<file path="config.mk">
export PLATFORM = sky130hd
export DESIGN_NAME = gpio_bank
export DESIGN_NICKNAME = d
export VERILOG_FILES = /design/src/rtl/gpio_irq_pkg.sv /design/src/rtl/gpio_sync.sv /design/src/rtl/gpio_regs.sv /design/src/rtl/gpio_sense.sv /design/src/rtl/gpio_bank.sv
export SDC_FILE = /design/constraint.sdc
export NUM_CORES = 1
export LEC_CHECK = 0
export ABC_CLOCK_PERIOD_IN_PS = 3550
export BUFFER_PORTS_ARGS = -buffer_cell sky130_fd_sc_hd__buf_2
export CAP_MARGIN = 20
export CORE_ASPECT_RATIO = 0.7
export CORE_MARGIN = 2
export CORE_UTILIZATION = 30
export CTS_CLUSTER_DIAMETER = 100
export DETAILED_ROUTE_END_ITERATION = 6
export GPL_TIMING_DRIVEN = 1
export MAX_ROUTING_LAYER = met4
export PLACE_DENSITY = 0.56
export SYNTH_ARGS = -nofsm -noshare
export SYNTH_HDL_FRONTEND = slang
export SYNTH_SLANG_ARGS = --single-unit
</file>
<file path="constraint.sdc">
create_clock -name clk -period 3.55 [get_ports clk]
set_input_delay 0.5325 -clock clk [delete_from_list [all_inputs] [get_ports clk]]
set_output_delay 0.5325 -clock clk [all_outputs]
set_load 0.02 [all_outputs]
</file>
<file path="src/rtl/gpio_irq_pkg.sv">
package gpio_irq_pkg;
  localparam int DW = 32;
  localparam int AW = 8;

  localparam logic [AW-1:0] A_MODE   = 8'h00;
  localparam logic [AW-1:0] A_DIR    = 8'h04;
  localparam logic [AW-1:0] A_DOUT   = 8'h08;
  localparam logic [AW-1:0] A_DIN    = 8'h0C;
  localparam logic [AW-1:0] A_STAT   = 8'h10;
  localparam logic [AW-1:0] A_ACK    = 8'h14;
  localparam logic [AW-1:0] A_ENA    = 8'h18;
  localparam logic [AW-1:0] A_UNMASK = 8'h1C;
  localparam logic [AW-1:0] A_POL    = 8'h20;
  localparam logic [AW-1:0] A_TRIG   = 8'h24;
  localparam logic [AW-1:0] A_FILT   = 8'h28;
  localparam logic [AW-1:0] A_SRC    = 8'h40;
  localparam logic [AW-1:0] A_BOTH   = 8'h4C;

  // Level qualification: neg=1 means the line is active when low.
  function automatic logic level_active(input logic s, input logic neg);
    return s ^ neg;
  endfunction

  // Edge qualification from current and previous synchronized samples.
  function automatic logic edge_event(input logic s, input logic p,
                                      input logic neg, input logic both);
    logic rise, fall;
    rise = s & ~p;
    fall = ~s & p;
    if (both) return rise | fall;
    return neg ? fall : rise;
  endfunction
endpackage

</file>
<file path="src/rtl/gpio_sync.sv">
module gpio_sync #(
  parameter int W = 32
) (
  input  logic         clk,
  input  logic         rst_n,
  input  logic [W-1:0] d_async,
  output logic [W-1:0] d_sync
);
  logic [W-1:0] stage1;

  always_ff @(posedge clk or negedge rst_n) begin
    if (!rst_n) begin
      stage1 <= '0;
      d_sync <= '0;
    end else begin
      stage1 <= d_async;
      d_sync <= stage1;
    end
  end
endmodule

</file>
<file path="src/rtl/gpio_regs.sv">
module gpio_regs
  import gpio_irq_pkg::*;
#(
  parameter int N = 32
) (
  input  logic          clk,
  input  logic          rst_n,
  input  logic [AW-1:0] addr,
  input  logic          we,
  input  logic [DW-1:0] wdata,
  input  logic [N-1:0]  stat,
  input  logic [N-1:0]  din,
  output logic [DW-1:0] rdata,
  output logic [N-1:0]  irq_mode,
  output logic [N-1:0]  dir,
  output logic [N-1:0]  dout,
  output logic [N-1:0]  pol,
  output logic [N-1:0]  trig,
  output logic [N-1:0]  both,
  output logic [N-1:0]  src,
  output logic [N-1:0]  ena,
  output logic [N-1:0]  ack_mask,
  output logic [N-1:0]  unmask_mask
);
  logic [N-1:0] wbits;
  logic         hit_mode, hit_dir, hit_dout, hit_pol, hit_trig;
  logic         hit_both, hit_src, hit_ena, hit_unm, hit_ack;

  assign wbits    = wdata[N-1:0];
  assign hit_mode = we && (addr == A_MODE);
  assign hit_dir  = we && (addr == A_DIR);
  assign hit_dout = we && (addr == A_DOUT);
  assign hit_pol  = we && (addr == A_POL);
  assign hit_trig = we && (addr == A_TRIG);
  assign hit_both = we && (addr == A_BOTH);
  assign hit_src  = we && (addr == A_SRC);
  assign hit_ena  = we && (addr == A_ENA);
  assign hit_unm  = we && (addr == A_UNMASK);
  assign hit_ack  = we && (addr == A_ACK);

  assign ack_mask    = hit_ack ? wbits : '0;
  assign unmask_mask = hit_unm ? wbits : '0;

  always_ff @(posedge clk or negedge rst_n) begin
    if (!rst_n) begin
      irq_mode <= '0;
      dir      <= '0;
      dout     <= '0;
      pol      <= '0;
      trig     <= '0;
      both     <= '0;
      src      <= '0;
    end else begin
      if (hit_mode) irq_mode <= wbits;
      if (hit_dir)  dir      <= wbits;
      if (hit_dout) dout     <= wbits;
      if (hit_pol)  pol      <= wbits;
      if (hit_trig) trig     <= wbits;
      if (hit_both) both     <= wbits;
      if (hit_src)  src      <= wbits;
    end
  end

  // Enable mask: one port only disables, the other only enables.
  always_ff @(posedge clk or negedge rst_n) begin
    if (!rst_n)       ena <= '0;
    else if (hit_ena) ena <= ena & wbits;
    else if (hit_unm) ena <= ena | wbits;
  end

  always_comb begin
    rdata = '0;
    unique case (addr)
      A_MODE:  rdata[N-1:0] = irq_mode;
      A_DIR:   rdata[N-1:0] = dir;
      A_DOUT:  rdata[N-1:0] = dout;
      A_DIN:   rdata[N-1:0] = din;
      A_STAT:  rdata[N-1:0] = stat;
      A_ENA:   rdata[N-1:0] = ena;
      A_POL:   rdata[N-1:0] = pol;
      A_TRIG:  rdata[N-1:0] = trig;
      A_SRC:   rdata[N-1:0] = src;
      A_BOTH:  rdata[N-1:0] = both;
      default: rdata = '0;
    endcase
  end
endmodule

</file>
<file path="src/rtl/gpio_sense.sv">
module gpio_sense
  import gpio_irq_pkg::*;
#(
  parameter int N = 32
) (
  input  logic         clk,
  input  logic         rst_n,
  input  logic [N-1:0] pin_s,
  input  logic [N-1:0] irq_mode,
  input  logic [N-1:0] pol,
  input  logic [N-1:0] trig,
  input  logic [N-1:0] both,
  input  logic [N-1:0] ack_mask,
  output logic [N-1:0] stat,
  output logic [N-1:0] edge_lat,
  output logic [N-1:0] edge_hit,
  output logic [N-1:0] edge_cfg
);
  logic [N-1:0] prev;

  always_ff @(posedge clk or negedge rst_n) begin
    if (!rst_n) prev <= '0;
    else        prev <= pin_s;
  end

  for (genvar i = 0; i < N; i++) begin : g_line
    logic lvl_on;
    assign edge_cfg[i] = irq_mode[i] & trig[i];
    assign edge_hit[i] = edge_cfg[i] & edge_event(pin_s[i], prev[i], pol[i], both[i]);
    assign lvl_on      = irq_mode[i] & ~trig[i] & level_active(pin_s[i], pol[i]);

    always_ff @(posedge clk or negedge rst_n) begin
      if (!rst_n)            edge_lat[i] <= 1'b0;
      else if (!edge_cfg[i]) edge_lat[i] <= 1'b0;
      else                   edge_lat[i] <= (edge_lat[i] & ~ack_mask[i]) | edge_hit[i];
    end

    assign stat[i] = edge_cfg[i] ? edge_lat[i] : lvl_on;
  end
endmodule

</file>
<file path="src/rtl/gpio_bank.sv">
module gpio_bank
  import gpio_irq_pkg::*;
#(
  parameter int NLINES = 32
) (
  input  logic                clk,
  input  logic                rst_n,
  input  logic [AW-1:0]       bus_addr,
  input  logic                bus_we,
  input  logic [DW-1:0]       bus_wdata,
  output logic [DW-1:0]       bus_rdata,
  input  logic [NLINES-1:0]   pin_in,
  output logic [NLINES-1:0]   pin_out,
  output logic [NLINES-1:0]   pin_oe,
  output logic                irq
);
  logic [NLINES-1:0] pin_s, stat, irq_mode, dir, dout, pol, trig, both, src;
  logic [NLINES-1:0] ena, ack_mask, unmask_mask, edge_lat, edge_hit, edge_cfg;

  gpio_sync #(.W(NLINES)) u_sync (
    .clk(clk), .rst_n(rst_n), .d_async(pin_in), .d_sync(pin_s)
  );

  gpio_regs #(.N(NLINES)) u_regs (
    .clk(clk), .rst_n(rst_n), .addr(bus_addr), .we(bus_we), .wdata(bus_wdata),
    .stat(stat), .din(pin_s), .rdata(bus_rdata), .irq_mode(irq_mode), .dir(dir),
    .dout(dout), .pol(pol), .trig(trig), .both(both), .src(src), .ena(ena),
    .ack_mask(ack_mask), .unmask_mask(unmask_mask)
  );

  gpio_sense #(.N(NLINES)) u_sense (
    .clk(clk), .rst_n(rst_n), .pin_s(pin_s), .irq_mode(irq_mode), .pol(pol),
    .trig(trig), .both(both), .ack_mask(ack_mask), .stat(stat),
    .edge_lat(edge_lat), .edge_hit(edge_hit), .edge_cfg(edge_cfg)
  );

  assign pin_oe  = ~irq_mode & dir;
  assign pin_out = pin_oe & dout & ~src;
  assign irq     = |(stat & ena);
endmodule

</file>
Word-level counts from Yosys, hierarchy flattened
Index checks and enable logic that the tools add are counted.
{"block": "totals", "rom_bits": 0, "mem_count": 0, "wordCells": 719, "inputBits": 75, "latch_bits": 0, "reg_bits": 384, "mem_bits_rw": 0}
{"block": "classes", "n_reduce_logical": 13, "magnitude_cmp": 0, "shift": 0, "div_mod_pow": 0, "multipliers": 0, "addsub": 0, "n_bitwise": 456, "muxes": 196, "eq_ne": 11}
{"cell": "$pmux W32 S10", "count": 1}
{"cell": "$and A1 B1 Y1", "count": 224}
{"cell": "$mux W1", "count": 192}
{"cell": "$and A32 B32 Y32", "count": 5}
{"cell": "$not A1 Y1", "count": 128}
{"cell": "$mux W32", "count": 3}
{"cell": "$not A32 Y32", "count": 2}
{"cell": "$or A1 B1 Y1", "count": 64}
{"cell": "$eq A8 B5 Y1 const B", "count": 4}
{"cell": "$or A32 B32 Y32", "count": 1}
{"cell": "$reduce_or A32 Y1", "count": 1}
{"cell": "$xor A1 B1 Y1", "count": 32}
{"cell": "$eq A8 B4 Y1 const B", "count": 2}
{"cell": "$eq A8 B6 Y1 const B", "count": 2}
{"cell": "$eq A8 B7 Y1 const B", "count": 2}
{"cell": "$logic_and A1 B1 Y1", "count": 10}
{"cell": "$eq A8 B3 Y1 const B", "count": 1}
{"cell": "$logic_not A8 Y1", "count": 1}
{"cell": "$reduce_bool A2 Y1", "count": 1}

Logic depth before layout (Yosys ltp)
Gate-level depths: netlist of the first run.
{"block": "depth", "depth_word": 8, "ltp_mapped": 7, "ltp_nobuf": 6}

Modules after synthesis
From an unflattened synthesis of the first run, not the netlist that was laid out.
{"block": "hier_totals", "hier_cells": 1803, "hier_area_um2": 20219.4}
{"mod": "gpio_regs", "cells_each": 1078, "seq_area_each_um2": 6406.1, "n_inst": 1, "area_each_um2": 13015.0}
{"mod": "gpio_sense", "cells_each": 576, "seq_area_each_um2": 1601.5, "n_inst": 1, "area_each_um2": 4964.8}
{"mod": "gpio_sync", "cells_each": 64, "seq_area_each_um2": 1601.5, "n_inst": 1, "area_each_um2": 1601.5}
{"mod": "gpio_bank", "cells_each": 85, "seq_area_each_um2": 0.0, "n_inst": 1, "area_each_um2": 638.1}

Least setup slack after synthesis of the first run
OpenSTA, ideal clock, no wires.
{"block": "synth_timing", "path_kind": "input to output", "startpoint": "input port bus_addr[7]", "endpoint": "output port bus_rdata[21]", "arrival_ns": 2.009, "path_stages": 7, "slack_ns": 1.009, "t_required_ns": 3.017, "path_cell_list": "or4_1 buf_2 nor2_1 buf_2 buf_2 a22oi_1 nand4_1"}
{"block": "synth_via", "elab_chain_len": 2}
{"element": "start: declaration", "line": "gpio_bank.sv:8", "source": "input logic [AW-1:0] bus_addr,"}
{"element": "$eq A8 B7 Y1, or another cell as far along", "line": "gpio_regs.sv:73", "source": "unique case (addr)"}
{"element": "$pmux W32 S10 *", "line": "gpio_regs.sv:73"}
{"element": "end: declaration", "line": "gpio_bank.sv:11", "source": "output logic [DW-1:0] bus_rdata,"}
Every way passes the cells marked *; elsewhere a longest branch is shown, timed or not.

Final worst setup path of the first run
{"block": "layout_timing", "startpoint": "register u_regs.pol[23]", "endpoint": "output port irq"}
{"block": "layout_via", "elab_chain_len": 5}
{"element": "start: declaration", "line": "gpio_regs.sv:17", "source": "output logic [N-1:0] pol,"}
{"element": "start signal: assignment", "line": "gpio_regs.sv:57", "source": "if (hit_pol) pol <= wbits;"}
{"element": "$xor A1 B1 Y1", "line": "gpio_irq_pkg.sv:21", "source": "return s ^ neg;"}
{"element": "$and A1 B1 Y1", "line": "gpio_sense.sv:30", "source": "assign lvl_on = irq_mode[i] & ~trig[i] & level_active(pin_s[i], pol[i]);"}
{"element": "$mux W1", "line": "gpio_sense.sv:38", "source": "assign stat[i] = edge_cfg[i] ? edge_lat[i] : lvl_on;"}
{"element": "$and A32 B32 Y32", "line": "gpio_bank.sv:39", "source": "assign irq = |(stat & ena);"}
{"element": "$reduce_or A32 Y1", "line": "gpio_bank.sv:39"}
{"element": "end: declaration", "line": "gpio_bank.sv:15", "source": "output logic irq"}
No other way between the ends.

==> out/metrics.csv, run 1 <==
metric,value,unit
DRC viols,0,
GR peak layer,met2,
"FF+latch count, synth",384,
most common cell in the synthesized netlist,dfrtp_1,
total core area,61400,sq um
Worst Path Arrival,2.84,ns
clock tree sinks,384,
drt first pass iters,6,
"CTS clk-pin slew, worst paths",0.06,ns
Setup CP Type,flip-flop to output pin,
die width,302,um
initial antenna violation count,4,
post-synthesis async set-or-reset flop share,1.00,
Final Hold Viols,0,
starting density of the core,0.303,
GRT Util Overall,0.200,
GPL Wtd Cong,0.836,
area grow syn2layout,19.6,%
R2R Setup Slk,2.03,ns
Worst VDD drop,0.000249,V
top_reg_cell synth,dfrtp_1,
DR WL/cell,23.9,um
worst-path fanout max,5,
vias in the first global route,14100,
Slew @ Worst Pin,0.669,ns
Final Cycle Share,0.951,
CTS tree,built,
register area share after synthesis,0.516,
number of synthesized flops with an enable pin,0,
Detail Placement HPWL,41100,um
Max clock buf depth,3,
htree depth,2,
top post-synthesis cells by area,"dfrtp_1, mux2_2, ha_1",
final design utilization,0.362,
post-synth cell types,51,
mapped cell area,18600,sq um
grt total ovfl,0,
Leak Pwr,11.4,nW
met1 Usage GRT,0.274,
Inserted Clock Buffers,44,
DIE HEIGHT,212,um
max_cap viols,0,
max-slew violation count,0,
"top cells by count, synth","dfrtp_1, mux2_2, nor2_1, mux2_1",
WL final,62100,um
CP Data Required Time,3.02,ns
post-route setup TNS,0,ns
RSZ-0062 raised after global routing,false,
Final Skew,0.0192,ns
endpoints failing setup,0,
placed inst area,20700,sq um
# Post-CTS Setup Buffers,0,
slew margin rel.,0.551,
design area,22300,sq um
startpoint types,flip-flop,
Rows,76,
Tmin final,3.38,ns
Detail Route Antenna Nets,0,
cell taking the most area after synthesis,dfrtp_1,
boundary pin count,172,
post-cts resize count,0,
Final nets,1880,
first-pass GRT wire length,92700,um
Fmax,296,MHz
IO buf count,171,
routing usage on met2,0.303,
vias,14000,
clk root buf,clkbuf_16,
Yosys warning count,0,
mean post-synth cell area,11.9,sq um
routed vias/inst,5.38,
Syn Inst Count,1564,
Pwr per Cell Area,460,nW/um^2
largest net degree at the start of global routing,91,
Post-Syn Nets,1703,
latest clock arrival within the worst-skew pair,0.57,ns
drt initial violations,1226,
met3 GRT Util,0.0326,
share of layout cells above drive strength 1,0.266,
die area,64100,sq um
hold_buf cts,1,
worst min-delay path category,input port to flip-flop,
CP Capture Type,output pin,
status,completed,
top cell type's share of synthesized area,0.516,
[power breakdown]
group | total, W | internal [W] | switching (W)
Combinational | 0.000664 | 0.000263 | 0.000400
Sequential | 0.00478 | 0.00457 | 0.000210
Clock | 0.00480 | 0.00294 | 0.00186
[state kept, by name (all words and copies together) (netlist names)]
name / cells
u_regs.src: 32
u_regs.pol: 32
u_sync.stage1: 32
u_sense.edge_lat: 32
u_regs.trig: 32
u_sync.d_sync: 32
u_regs.irq_mode: 32
u_sense.prev: 32
u_regs.ena: 32
u_regs.dout: 32
u_regs.dir: 32
u_regs.both: 32
[cell families after synthesis]
family | Yosys count | share of synthesized area
fa+ha+maj | 64 | 0.0430
simple gates | 307 | 0.0950
buf+inv | 168 | 0.0391
mux | 228 | 0.138
flops | 384 | 0.516
compound gates | 381 | 0.154
xor+xnor | 32 | 0.0151
[critical path: stages, from the launching register on]
cell       delay [ns]
dfrtp_1          0.43
xor2_1           0.19
o2111ai_1        0.38
o2111ai_1        0.19
nor3_1           0.60
nand4_1          0.24
buf_2            0.24
[cell type report]
type | instances | area, sq um
diodes | 4 | 10.0
clock buffers | 62 | 1280
clock inverters | 15 | 235
fillers | 6062 | 39200
inverters | 68 | 255
multi-input cells | 1012 | 8330
flip-flops and latches | 384 | 9610
well taps | 819 | 1020
repair buffers | 231 | 1520
[per-layer routing]
metal  vias to the layer above  share of wire  wire length, um
met5                         -              0                0
met4                         0          0.030             1890
met3                       125          0.058             3630
met2                       502           0.45            28000
met1                      7193           0.46            28600
li1                       6136              -                -
[per-stage QoR]
stage,cells,worst slack [ns],total power (W),hold slack [ns]
6_report,2595,0.173,0.0102,0.0657
5_1_grt,2593,0.0456,0.0107,0.0455
4_1_cts,2591,0.0543,0.0104,0.0387
3_5_place_dp,2513,0.520,0.00552,0.335
3_3_place_gp,2513,0.579,0.00549,0.333
2_1_floorplan,1564,1.01,0.00516,0.237
[path summary, 6_finish.rpt]
kind                                        start                   to  depth (start not counted)
worst max-delay path               u_regs.pol[23]                  irq                          6
worst min-delay path                   pin_in[11]    u_sync.stage1[11]                          1
worst max register to register   u_sync.d_sync[6]  u_sense.edge_lat[6]                          5
worst min register to register  u_sync.stage1[21]    u_sync.d_sync[21]                          0
max in group asynchronous                   rst_n       u_regs.src[18]                          3
min in group asynchronous                   rst_n       u_regs.trig[5]                          2
[cells in the final DEF, fill, tap and decap left out, types with 13 or more instances in the layout]
cell	instances
a222oi_1	23
inv_1	68
nand4_1	24
nor2_1	75
a21oi_1	67
mux2_1	70
mux2_2	154
and3b_1	32
a22o_1	31
nand3_1	13
o2111ai_1	34
buf_4	43
a21boi_0	32
ha_1	64
a211oi_1	33
o21ai_0	32
nor2b_1	64
a221oi_1	15
nand2b_1	28
xor2_1	31
dfrtp_1	384
clkbuf_16	45
nand2_1	40
a22oi_1	59
o211a_1	32
buf_2	170
buf_12	16
No activity file was read; power rests on OpenSTA's default activity.
==> run 2, diff against run 1 <==
- RECOVER_POWER: default -> 100
==> run 2 against run 1 <==
Against the previous run: the flow now finishes with violations (capacitance limit, slew limit); design area fell by 1.4%; sequential share of layout area rose by 0.63 points; sequential power barely moved; critical path type is now input port to output pin; highest routed layer unchanged; non-clock buffer count did not move; power fell by 0.20%; worst setup slack got worse by 0.081 ns; critical path depth rose by 2; clock power barely moved; first-iteration DRC count rose by 6.0%; register-to-register slack barely moved.
==> out/metrics.csv, run 2 (same netlist as run 1, synthesis figures left out) <==
metric,value,unit,change
die area,64100,sq um,unchanged
net switching fraction of the power,0.241,,about the same
DIE HEIGHT,212,um,unchanged
share of layout cells above drive strength 1,0.205,,was 0.266
GR peak layer,met2,,unchanged
total core area,61400,sq um,unchanged
Gate power share,0.063,,was 0.065
Slew @ Worst Pin,2.02,ns,was 0.669 ns
failing checks,"capacitance limit, slew limit",,
boundary pin count,172,,unchanged
startpoint types,input port,,was flip-flop
post-cts resize count,0,,unchanged
met1 Usage GRT,0.274,,unchanged
clock share of power,0.469,,was 0.468
clock tree sinks,384,,unchanged
Rows,76,,unchanged
slew margin rel.,-0.348,,was 0.551
IO buf count,171,,unchanged
worst-path fanout max,16,,was 5
vias,14000,,about the same
Setup CP Type,input port to output pin,,was flip-flop to output pin
drt first pass iters,6,,unchanged
post-route setup TNS,0,ns,unchanged
Worst Path Arrival,2.93,ns,was 2.84 ns
Inserted Clock Buffers,44,,unchanged
CP Data Required Time,3.02,ns,about the same
clk root buf,clkbuf_16,,unchanged
area grow syn2layout,17.9,%,was 19.6%
max-slew violation count,94,,was 0
grt total ovfl,0,,unchanged
setup ws final,0.0924,ns,was 0.173 ns
Final Hold Viols,0,,unchanged
routing usage on met2,0.303,,unchanged
DR WL/cell,24.0,um,was 23.9 um
worst min-delay path category,input port to flip-flop,,unchanged
RSZ-0062 raised after global routing,false,,unchanged
Detail Route Antenna Nets,0,,unchanged
max_cap viols,2,,was 0
largest net degree at the start of global routing,91,,unchanged
Detail Placement HPWL,41100,um,unchanged
Max clock buf depth,3,,unchanged
die width,302,um,unchanged
NetSw,0.00246,W,was 0.00247 W
Final nets,1880,,unchanged
endpoints failing setup,0,,unchanged
htree depth,2,,unchanged
CP Capture Type,output pin,,unchanged
latest clock arrival within the worst-skew pair,0.57,ns,about the same
Final Skew,0.0205,ns,was 0.0192 ns
first-pass GRT wire length,92700,um,unchanged
starting density of the core,0.303,,unchanged
WL final,62200,um,"was 62,100 um"
most frequent cells in the layout,"dfrtp_1, mux2_2, clkbuf_1, nor2_1, buf_2",,"was dfrtp_1, buf_2, mux2_2, nor2_1, mux2_1"
Pwr per Cell Area,466,nW/um^2,was 460 nW/um^2
Fmax,289,MHz,was 296 MHz
Seq pwr share,0.468,,was 0.467
DRC viols,0,,unchanged
Final Cycle Share,0.974,,was 0.951
GRT Util Overall,0.200,,unchanged
Internal Power,0.00776,W,was 0.00778 W
met3 GRT Util,0.0326,,unchanged
Worst VDD drop,0.000249,V,about the same
initial antenna violation count,4,,unchanged
Tmin final,3.46,ns,was 3.38 ns
GPL Wtd Cong,0.836,,unchanged
vias in the first global route,14100,,unchanged
Leak Pwr,10.9,nW,was 11.4 nW
"commonest non-fill, non-tap cell in the layout",dfrtp_1,,unchanged
CTS tree,built,,unchanged
status,"finished, violations left",,was completed
routed vias/inst,5.38,,about the same
"CTS clk-pin slew, worst paths",0.06,ns,about the same
Setup WS pre-CTS,0.520,ns,unchanged
drt initial violations,1300,,"was 1,226"
## run 2: final timing paths
path | slack [ns] | to | cells past startpoint | from
max in group asynchronous | 0.61 | u_sense.prev[2] | 3 | rst_n
min reg2reg | 0.34 | u_sync.d_sync[21] | 0 | u_sync.stage1[21]
max reg2reg | 2.04 | u_sense.edge_lat[6] | 5 | u_sync.d_sync[6]
min | 0.06 | u_sync.stage1[11] | 1 | pin_in[11]
max | 0.09 | bus_rdata[1] | 8 | bus_addr[7]
min in group asynchronous | 1.07 | u_regs.trig[5] | 2 | rst_n
## run 2: area by class of cell
| cell class | count | area (sq um) |
|---|---|---|
| diodes | 2 | 5.00 |
| clock buffers | 62 | 1280 |
| clock inverters | 15 | 235 |
| fillers | 6130 | 39500 |
| inverters | 68 | 255 |
| multi-input cells | 1012 | 8270 |
| flip-flops and latches | 384 | 9610 |
| well taps | 819 | 1020 |
| repair buffers | 231 | 1260 |
## run 2: worst max-delay path, cell delays in order
cell and delay [ns]:
clkbuf_1 0.13, or4_1 0.54, clkbuf_1 0.29, nor2_2 0.18
clkbuf_2 0.56, a222oi_1 0.23, nand4_1 0.22, buf_2 0.22
## run 2: metal layers
layer	share of wire	routed length, um	up-vias
met2	0.45	27800	508
met5	0	0	-
li1	-	-	6122
met3	0.059	3670	140
met1	0.46	28600	7192
met4	0.033	2060	0
## run 2: through the flow
step	instance area [sq um]	power (W)	hold WS, ns	cells	util
after floorplan	18600	0.00516	0.237	1564	-
after global placement	20700	0.00549	0.333	2513	0.337
after detailed placement	20700	0.00552	0.335	2513	0.337
after CTS	22300	0.0104	0.0387	2591	0.362
after global routing	21900	0.0106	0.0455	2593	0.357
final	21900	0.0102	0.0626	2593	0.357
## run 2: timing repair
item,in CTS,in global routing
setup buffers,0,0
hold buffers,1,0
hold endpoints to repair,65,0
## run 2: power by group through the flow
stage          Clock (W)  Combinational (W)  Sequential, W
3_5_place_dp           0           0.000668        0.00486
3_3_place_gp           0           0.000645        0.00485
2_1_floorplan          0           0.000373        0.00479
6_report         0.00479           0.000648        0.00478
5_1_grt          0.00510           0.000728        0.00481
4_1_cts          0.00491           0.000673        0.00478
